**config.mk**
```make
export PLATFORM = sky130hd
export DESIGN_NAME = sw_reg_entry
export DESIGN_NICKNAME = d
export VERILOG_FILES = /design/src/rtl/sw_reg_entry_pkg.sv /design/src/rtl/sw_seq_fsm.sv /design/src/rtl/sw_cfg_reg.sv /design/src/rtl/sw_reg_entry.sv
export SDC_FILE = /design/constraint.sdc
export NUM_CORES = 1
export LEC_CHECK = 0
export ABC_AREA = 1
export BUFFER_PORTS_ARGS = -buffer_cell sky130_fd_sc_hd__buf_2
export CORE_AREA = 3 3 73 58
export DETAILED_ROUTE_END_ITERATION = 8
export DIE_AREA = 0 0 76 61
export PLACE_DENSITY_LB_ADDON = 0.1
export SYNTH_ARGS = -nofsm -noshare
export SYNTH_HDL_FRONTEND = slang
export SYNTH_SLANG_ARGS = --single-unit
```
**constraint.sdc**
```tcl
create_clock -name clk_i -period 1.1 [get_ports clk_i]
set_input_delay 0.055 -clock clk_i [delete_from_list [all_inputs] [get_ports clk_i]]
set_output_delay 0.055 -clock clk_i [all_outputs]
set_load 0.05 [all_outputs]
```
**src/rtl/sw_reg_entry_pkg.sv**
```systemverilog
package sw_reg_entry_pkg;
  typedef enum logic [1:0] {
    SQ_IDLE = 2'd0,
    SQ_RD1  = 2'd1,
    SQ_RD2  = 2'd2,
    SQ_SEL  = 2'd3
  } seq_state_e;
endpackage

```
**src/rtl/sw_seq_fsm.sv**
```systemverilog
module sw_seq_fsm
  import sw_reg_entry_pkg::*;
(
  input  logic clk_i,
  input  logic rst_ni,
  input  logic vld_i,
  input  logic we_i,
  input  logic top_hit_i,
  input  logic sel_ok_i,
  output logic armed_o
);
  seq_state_e state_q, state_d;

  always_comb begin
    state_d = state_q;
    if (vld_i) begin
      unique case (state_q)
        SQ_IDLE: state_d = (top_hit_i && !we_i) ? SQ_RD1 : SQ_IDLE;
        SQ_RD1:  state_d = (top_hit_i && !we_i) ? SQ_RD2 : SQ_IDLE;
        SQ_RD2:  state_d = (top_hit_i && we_i && sel_ok_i) ? SQ_SEL : SQ_IDLE;
        default: state_d = SQ_IDLE;
      endcase
    end
  end

  always_ff @(posedge clk_i or negedge rst_ni) begin
    if (!rst_ni) state_q <= SQ_IDLE;
    else         state_q <= state_d;
  end

  assign armed_o = (state_q == SQ_SEL);
endmodule

```
**src/rtl/sw_cfg_reg.sv**
```systemverilog
module sw_cfg_reg #(
  parameter int          REG_W     = 20,
  parameter int          BUS_W     = 16,
  parameter int          DPD_BIT   = 4,
  parameter logic [19:0] CFG_RESET = 20'hA0003
) (
  input  logic             clk_i,
  input  logic             rst_ni,
  input  logic             wr_en_i,
  input  logic [BUS_W-1:0] wdata_i,
  output logic [REG_W-1:0] cfg_o
);
  localparam int HI_W = REG_W - BUS_W;
  localparam logic [BUS_W-1:0] DPD_MASK = BUS_W'(1) << DPD_BIT;

  logic [REG_W-1:0] cfg_q;

  always_ff @(posedge clk_i or negedge rst_ni) begin
    if (!rst_ni) cfg_q <= CFG_RESET[REG_W-1:0];
    else if (wr_en_i) cfg_q <= {cfg_q[REG_W-1 -: HI_W], wdata_i & ~DPD_MASK};
  end

  assign cfg_o = cfg_q;
endmodule

```
**src/rtl/sw_reg_entry.sv**
```systemverilog
module sw_reg_entry #(
  parameter int          ADDR_W    = 20,
  parameter int          BUS_W     = 16,
  parameter int          REG_W     = 20,
  parameter int          DPD_BIT   = 4,
  parameter logic [15:0] SEL_CODE  = 16'h0000,
  parameter logic [19:0] CFG_RESET = 20'hA0003
) (
  input  logic              clk_i,
  input  logic              rst_ni,
  input  logic              cyc_vld_i,
  input  logic              cyc_we_i,
  input  logic [ADDR_W-1:0] cyc_addr_i,
  input  logic [BUS_W-1:0]  cyc_wdata_i,
  input  logic [BUS_W-1:0]  array_rdata_i,
  output logic [BUS_W-1:0]  rdata_o,
  output logic              reg_acc_o,
  output logic [REG_W-1:0]  cfg_o
);
  localparam logic [ADDR_W-1:0] TOP_ADDR = '1;

  logic top_hit, sel_ok, armed;

  assign top_hit = (cyc_addr_i == TOP_ADDR);
  assign sel_ok  = (cyc_wdata_i == SEL_CODE[BUS_W-1:0]);

  sw_seq_fsm u_fsm (
    .clk_i     (clk_i),
    .rst_ni    (rst_ni),
    .vld_i     (cyc_vld_i),
    .we_i      (cyc_we_i),
    .top_hit_i (top_hit),
    .sel_ok_i  (sel_ok),
    .armed_o   (armed)
  );

  // fourth access of a valid pattern goes to the register, not the array
  assign reg_acc_o = cyc_vld_i && armed && top_hit;

  sw_cfg_reg #(
    .REG_W     (REG_W),
    .BUS_W     (BUS_W),
    .DPD_BIT   (DPD_BIT),
    .CFG_RESET (CFG_RESET)
  ) u_cfg (
    .clk_i   (clk_i),
    .rst_ni  (rst_ni),
    .wr_en_i (reg_acc_o && cyc_we_i),
    .wdata_i (cyc_wdata_i),
    .cfg_o   (cfg_o)
  );

  assign rdata_o = (reg_acc_o && !cyc_we_i) ? cfg_o[BUS_W-1:0] : array_rdata_i;
endmodule

```
==> flow_summary.ini, run 1 <==
[outcome]
status = complete, but fails checks
failed_checks = setup timing

[power]
seqPwrFrac_pct = 40.2
p_sw_uw = 501.9
switching_share_pct = 31.87
pwr-share-comb_pct = 30.5
ir_drop_uv = 789.3
clkPwrFrac_pct = 29.3
p_leak_uw = 0.001194
internal-power_uw = 1073
p_per_area_nw_per_um2 = 681.5
total_power_uw = 1575

[setup_path]
ff2ff_path_depth = 8
r2r-start = u_fsm.state_q[0]
crit_fanout = 21
crit_type = flip-flop to output port
r2r-end = u_cfg.cfg_o[2]
worstPathRequired_ns = 1.04
crit_path_end_kind = output port
arrival_ns = 1.54
slowest_stage = dfrtp_1
cp_cell_sequence = inv_2, nor3_4, nand3_4, buf_12, nand2_1, o21ai_4, buf_4
cpPeakStageDelay_ns = 0.36
start_kind = flip-flop
reg2reg_slack_ns = -0.36

[final_layout]
area_growth_pct = 80.02
instances_no_fill = 329
layout_commonest_cell = buf_2
layout.nets = 334
n_fill_cell = 328
diodes = 0
layout-drive-gt1-share_pct = 60.65
multi_input_area_um2 = 890.9
final_cell_mix = buf_2 (67), inv_1 (35), nand2_1 (31)
final_core_util_pct = 64.38
regArea_um2 = 427.9

[global_routing]
grt-ovfl-total = 0
first_global_vias = 1234
grt_pass1_wl_um = 5754
antenna_found_initial = 0
grt_max_degree = 22
track_usage_pct = 15.80

[drt]
wl_per_cell_um = 10.69
drtIter0Drc = 41
drc_errors = 0
via_count = 1357
routed_wl_um = 3518
ant_nets = 0
drt_pre_antenna_iters = 4
via_per_inst = 4.125

[placement]
routabilityCongestion = 0.7115
place.detailed.hpwl_um = 2631
io_buffer_count = 87
dp_cells = 320

[sta]
finalCritPeriodShare_pct = 145.0
fmax_ghz = 0.6270
fin_skew_ns = 0.0006960
rsz0062_at_grt = yes
drv_slew = 0
setup_slack_ns = -0.4948
finalHoldViolations = 0
finalSetupViolations = 34
min_period_ns = 1.595

[cts]
clock_path_buffers = 2
cts_tree = built
clkTransAtPathRegs_ns = 0.06
root_buffer = clkbuf_8
cts_buffers = 3
htree_levels = 1
clk_latency_ns = 0.25
clock_sink_count = 17

[synthesis]
synth.largest_area_cell = dfrtp_1
synth.distinct_cells = 16
synth_top_area_share_pct = 29.24
avgSynthCellArea_um2 = 7.294
ys_ff_latch = 17
synth_area_leaders = dfrtp_1 (29%), o21ai_2 (20%), nand2_1 (15%)
synth_cells = 176
synth_area_um2 = 1284
ys_warn_count = 0
ys_seq_area_share_pct = 33.33

[worst_hold_path]
hp-start = cyc_wdata_i[0]
whs_endpoint = u_cfg.cfg_o[0]
min_path_type = input pin to flip-flop
whs_path_depth = 3

[floorplan]
initial_core_util_pct = 35.76
die-area_um2 = 4636
die_x_um = 76
ios = 93
dieHeight_um = 61
rows = 19
coreArea_um2 = 3590

[job]
drv_cap = 0
==> layer usage <==
metal / vias to the layer above / track usage, % / share of wire [%]
met3: 4 / 4.896 / 7.2
met1: 581 / 18.95 / 42
met4: 0 / 3.876 / 0.85
met5: - / 0 / 0
met2: 46 / 28.54 / 50
li1: 726 / - / -
==> worst max-delay path by stage <==
stage	from	end	slack, ns	depth (start not counted)
5_1_grt	u_fsm.state_q[0]	rdata_o[0]	-0.58	7
3_5_place_dp	u_fsm.state_q[1]	rdata_o[13]	-0.28	6
2_1_floorplan	u_fsm.state_q[1]	rdata_o[10]	-0.26	5
3_3_place_gp	u_fsm.state_q[1]	rdata_o[14]	-0.25	6
6_report	u_fsm.state_q[0]	rdata_o[0]	-0.49	7
4_1_cts	u_fsm.state_q[1]	rdata_o[8]	-0.51	7
==> cells by family (layout without fill, tap and decap cells) <==
kind of cell | after synthesis | count (layout) | synth area share [%]
and+or+nand+nor | 79 | 79 | 26.61
DFF | 17 | 17 | 33.33
buffers and inverters | 48 | 146 | 19.01
AOI/OAI and AO/OA | 30 | 30 | 20.47
other | 2 | 5 | 0.5850
==> power by group through the flow <==
stage               sequential (µW)  combinational, µW  clock [µW]
finish                          634                480         461
CTS                             633                478         480
global placement                644                439           0
detailed placement              645                442           0
global route                    634                519         507
floorplan                       645                284           0
==> worst max-delay path, delay by kind of cell (launching register included) <==
kind | cells | cell delay (ns)
flops | 1 | 0.36
simple gates | 3 | 0.43
buf+inv | 3 | 0.44
compound gates | 1 | 0.06
==> final cells by class <==
cell class / count / share of cell area [%]
Clock buffer: 3 / 1.787
Clock inverter: 1 / 0.2166
Inverter: 37 / 6.010
Multi-Input combinational cell: 114 / 38.55
Sequential cell: 17 / 18.52
Tap cell: 52 / 2.815
Timing Repair Buffer: 105 / 32.11
==> through the flow <==
stage	cell area, µm²	setup TNS, ns	hold WS [ns]	setup WS [ns]
2_1_floorplan	1483	-5.187	-0.2406	-0.2637
3_3_place_gp	1988	-6.496	-0.002393	-0.2540
3_5_place_dp	1988	-7.149	-0.0006026	-0.2760
4_1_cts	2290	-13.56	0.006513	-0.5078
5_1_grt	2311	-15.66	0.01354	-0.5818
6_report	2311	-13.02	0.01234	-0.4948
==> synth_stat cells (all sizes together) <==
library cell / number
nand2: 50
inv: 37
o21ai: 30
nor2: 18
dfrtp: 15
buf: 11
nand3: 7
conb: 2
dfstp: 2
nor3: 2
nand4: 1
nor3b: 1
==> sequential cells by signal, indices dropped and copies added (netlist names) <==
register       flops
u_fsm.state_q      2
u_cfg.cfg_o       15
==> repair_timing <==
| item | in CTS | in global routing |
|---|---|---|
| pin swaps | 8 | 6 |
| hold buffers | 1 | 0 |
| setup endpoints to repair | 36 | 36 |
| endpoints found under the hold margin | 15 | 0 |
| setup buffers | 3 | 1 |
| gates cloned | 3 | 0 |
| resized for setup | 46 | 8 |
Note: power is estimated with default switching activity, not from simulation.
==> inputs of run 2 (changes only) <==
Settings changed: CORE_AREA 3 3 73 58 to 2 2 72 57, DIE_AREA 0 0 76 61 to 0 0 74 59.
==> flow_summary.ini, run 2 (synthesis gave the netlist of run 1 again) <==
[setup_path]
ff2ff_path_depth = 9
start_kind = flip-flop
r2r-end = u_cfg.cfg_o[7]
arrival_ns = 1.58
cpPeakStageDelay_ns = 0.36
cp_cell_sequence = inv_2, nor3_4, nand3_4, buf_12, nand2_1, o21ai_4, buf_4
crit_family = simple AND/OR/NAND/NOR gates
r2r-start = u_fsm.state_q[1]
crit_type = flip-flop to output port
path_buf_inv = 3
crit_fanout = 21
crit_path_end_kind = output port
slowest_stage = dfrtp_1
reg2reg_slack_ns = -0.42
worstPathRequired_ns = 1.04

[global_routing]
met3_usage_pct = 5.442
track_usage_pct = 16.10
use_met1_pct = 18.76
busiest_layer = met2
use_met2_pct = 29.08
first_global_vias = 1290
grt_max_degree = 22
grt_pass1_wl_um = 5409
antenna_found_initial = 0
grt-ovfl-total = 0

[sta]
finalSetupViolations = 34
finalHoldViolations = 0
min_period_ns = 1.639
setup_tns_ns = -14.83
fmax_ghz = 0.6101
fin_skew_ns = 0.0004184
fin_hold_ws_ns = 0.01577
drv_slew = 0
rsz0062_at_grt = yes
setup_slack_ns = -0.5390
finalCritPeriodShare_pct = 149.0

[floorplan]
coreArea_um2 = 3590
initial_core_util_pct = 35.76
die-area_um2 = 4366
ios = 93
die_x_um = 74
dieHeight_um = 59
rows = 19

[final_layout]
final_core_util_pct = 64.13
layout.nets = 336
layout-drive-gt1-share_pct = 60.22
final_cell_mix = buf_2 (67), inv_1 (35), nand2_1 (33)
diodes = 0
layout_commonest_cell = buf_2
area_growth_pct = 79.34
largest_reg_flops = 15

[drt]
via_per_inst = 4.224
drtIter0Drc = 41
routed_wl_um = 3396
drc_errors = 0
drt_pre_antenna_iters = 4
via_count = 1398
ant_nets = 0
wl_per_cell_um = 10.26

[cts]
clkTransAtPathRegs_ns = 0.06
clk_latency_ns = 0.25
cts_tree = built
clock_sink_count = 17
clock_path_buffers = 2
cts_buffers = 3
root_buffer = clkbuf_8
htree_levels = 1

[job]
drv_cap = 0

[placement]
place.detailed.hpwl_um = 2650
io_buffer_count = 87
routabilityCongestion = 0.7465

[outcome]
failed_checks = setup timing
status = complete, but fails checks

[power]
ir_drop_uv = 655.7
total_power_uw = 1583
p_per_area_nw_per_um2 = 687.4
p_leak_uw = 0.001197

[worst_hold_path]
whs_endpoint = u_cfg.cfg_o[1]
whs_path_depth = 3
min_path_type = input pin to flip-flop
hp-start = cyc_wdata_i[1]
run 2: cell types whose count changed in the layout (fill, tap and decap cells not counted), sizes merged:
cell,previous run,this run
clkbuf,3,4
buf,104,105
run 2: worst min-delay path, cell delays in order:
cell and delay (ns):
buf_2 0.10, inv_1 0.06, o21ai_2 0.05
run 2: timing repair:
action / 4_1_cts / 5_1_grt
buffers inserted: 1 / 2
resized for setup: 41 / 10
cloned: 2 / 0
setup endpoints to repair: 36 / 37
hold buffers: 1 / 0
endpoints found under the hold margin: 15 / 0
pin swaps: 3 / 5
run 2: metal layers:
| layer | vias to the layer above | part of all wire, % |
|---|---|---|
| li1 | 731 | - |
| met1 | 604 | 43 |
| met2 | 61 | 49 |
| met3 | 2 | 8.1 |
| met4 | 0 | 0.18 |
| met5 | - | 0 |
run 2: report_power, final:
part	switching [µW]	leakage, µW	internal, µW
combinational	292	0.000945	197
sequential	3.62	0.000227	631
clock	209	0.0000255	251
total	504	0.00120	1080
run 2: worst max path at each step:
stage / startpoint / endpoint / slack (ns) / cells past startpoint
after floorplan: u_fsm.state_q[1] / rdata_o[10] / -0.26 / 5
after global placement: u_fsm.state_q[1] / rdata_o[14] / -0.26 / 6
after detailed placement: u_fsm.state_q[1] / rdata_o[14] / -0.30 / 6
after CTS: u_fsm.state_q[1] / rdata_o[10] / -0.53 / 7
after global routing: u_fsm.state_q[1] / rdata_o[9] / -0.59 / 7
final: u_fsm.state_q[1] / rdata_o[2] / -0.54 / 7
run 2: cell type report:
cell class / count / area [µm²]
tap: 52 / 65.06
multi-input combinational: 114 / 872.1
clock inverter: 1 / 5.005
timing repair buffer: 107 / 752.0
clock buffer: 3 / 41.29
sequential: 17 / 427.9
fill: 335 / 1287
inverter: 37 / 138.9
run 2: through the flow:
stage / area [µm²] / instances / setup slack, ns
after floorplan: 1483 / 179 / -0.2637
after detailed placement: 1996 / 321 / -0.2973
after CTS: 2251 / 329 / -0.5348
after global placement: 1996 / 321 / -0.2553
after global routing: 2302 / 331 / -0.5904
final: 2302 / 331 / -0.5390
==> inputs of run 3 (changes only) <==
==> constraint.sdc (replaced) <==
create_clock -name clk_i -period 1.1 [get_ports clk_i]
set_input_delay 0.22 -clock clk_i [delete_from_list [all_inputs] [get_ports clk_i]]
set_output_delay 0.22 -clock clk_i [all_outputs]
set_load 0.05 [all_outputs]
==> flow_summary.ini, run 3 (synthesis gave the netlist of run 1 again) <==
[global_routing]
track_usage_pct = 20.42
grt_max_degree = 18
use_met2_pct = 37.88
met3_usage_pct = 4.932
grt_pass1_wl_um = 6837
antenna_found_initial = 0
busiest_layer = met2
grt-ovfl-total = 0
use_met1_pct = 24.18
first_global_vias = 1533

[worst_hold_path]
whs_path_depth = 3
min_path_type = input pin to flip-flop

[floorplan]
die-area_um2 = 4366
ios = 93
dieHeight_um = 59
coreArea_um2 = 3590
initial_core_util_pct = 35.76
rows = 19
die_x_um = 74

[sta]
min_period_ns = 1.781
finalSetupViolations = 48
finalCritPeriodShare_pct = 161.9
setup_slack_ns = -0.6806
drv_slew = 0
finalHoldViolations = 0
fmax_ghz = 0.5616
fin_skew_ns = 0.008961
rsz0062_at_grt = yes

[final_layout]
layout.nets = 371
regArea_um2 = 427.9
final_core_util_pct = 78.91
instances_no_fill = 366
multi_input_area_um2 = 899.6
largest_reg_flops = 15
area_growth_pct = 120.7
diodes = 0
layout-drive-gt1-share_pct = 68.15
n_fill_cell = 230
layout_commonest_cell = buf_2
final_cell_mix = buf_2 (55), buf_4 (37), inv_1 (35)

[cts]
root_buffer = clkbuf_8
clk_latency_ns = 0.26
clkTransAtPathRegs_ns = 0.08
htree_levels = 1
cts_buffers = 3
clock_sink_count = 17
clock_path_buffers = 2
cts_tree = built

[drt]
wl_per_cell_um = 11.43
ant_nets = 0
drc_errors = 0
via_count = 1553
via_per_inst = 4.243
drtIter0Drc = 58
drt_pre_antenna_iters = 4
routed_wl_um = 4185

[power]
p_per_area_nw_per_um2 = 578.6
p_leak_uw = 0.001451
ir_drop_uv = 543.9

[outcome]
failed_checks = setup timing
status = complete, but fails checks

[setup_path]
arrival_ns = 1.56
crit_fanout = 17
crit_type = flip-flop to output port
worstPathRequired_ns = 0.88
crit_path_end_kind = output port
start_kind = flip-flop
ff2ff_path_depth = 10

[placement]
io_buffer_count = 87
place.detailed.hpwl_um = 2685
routabilityCongestion = 0.6904
dp_cells = 335

[job]
drv_cap = 0
-- run 3: cell types whose count changed in the layout (fill, tap and decap cells not counted), sizes merged --
cell	delta
buf	+36
clkbuf	-1
-- run 3: critical path: stages, from the launching register on --
cell,delay (ns)
dfrtp_1,0.38
inv_2,0.07
nor3_4,0.17
nand3_4,0.13
buf_12,0.18
nand2_1,0.11
o21ai_4,0.06
buf_4,0.18
-- run 3: routing by layer --
layer | up-vias | share of wire (%)
met4 | 0 | 0.31
met5 | - | 0
li1 | 798 | -
met3 | 2 | 6.2
met1 | 703 | 39
met2 | 50 | 54
-- run 3: path summary, 6_finish.rpt --
path | from | endpoint | slack, ns
setup / recovery | u_fsm.state_q[1] | rdata_o[3] | -0.68
hold / removal | cyc_wdata_i[1] | u_cfg.cfg_o[1] | 0.17
setup reg to reg | u_fsm.state_q[1] | u_cfg.cfg_o[5] | -0.44
hold reg to reg | u_cfg.cfg_o[11] | u_cfg.cfg_o[11] | 0.53
max in group asynchronous | rst_ni | u_cfg.cfg_o[1] | 0.35
min in group asynchronous | rst_ni | u_cfg.cfg_o[7] | 0.43
-- run 3: repair_timing --
action	CTS	global route
gates cloned	3	0
buffers inserted	16	10
gates resized for setup	109	8
endpoints found under the hold margin	15	0
endpoints found under the setup margin	49	48
hold buffers	1	0
pin swaps	5	1
-- run 3: per-stage QoR --
stage / worst slack [ns] / area (µm²) / hold slack (ns) / power, µW / TNS [ns]
after floorplan: -0.4301 / 1501 / -0.07559 / 935.0 / -7.943
after global placement: -0.5842 / 2136 / 0.1698 / 1101 / -14.44
after detailed placement: -0.6081 / 2136 / 0.1712 / 1104 / -15.38
after CTS: -0.6824 / 2763 / 0.1701 / 1634 / -18.01
after global routing: -0.7680 / 2833 / 0.1781 / 1728 / -21.30
final: -0.6806 / 2833 / 0.1715 / 1639 / -18.01
-- run 3: where the power goes --
| part | switching, µW | total (µW) | leakage (µW) | internal [µW] |
|---|---|---|---|---|
| Combinational | 309 | 522 | 0.00120 | 213 |
| Clock | 231 | 483 | 0.0000255 | 252 |
| Sequential | 3.81 | 634 | 0.000227 | 630 |
-- run 3: cell type report --
| cell class | instances | area share, % |
|---|---|---|
| Clock buffer | 3 | 1.458 |
| Clock inverter | 1 | 0.1767 |
| Inverter | 37 | 4.903 |
| Multi-Input combinational cell | 114 | 31.76 |
| Sequential cell | 17 | 15.11 |
| Tap cell | 52 | 2.297 |
| Timing Repair Buffer | 142 | 44.30 |
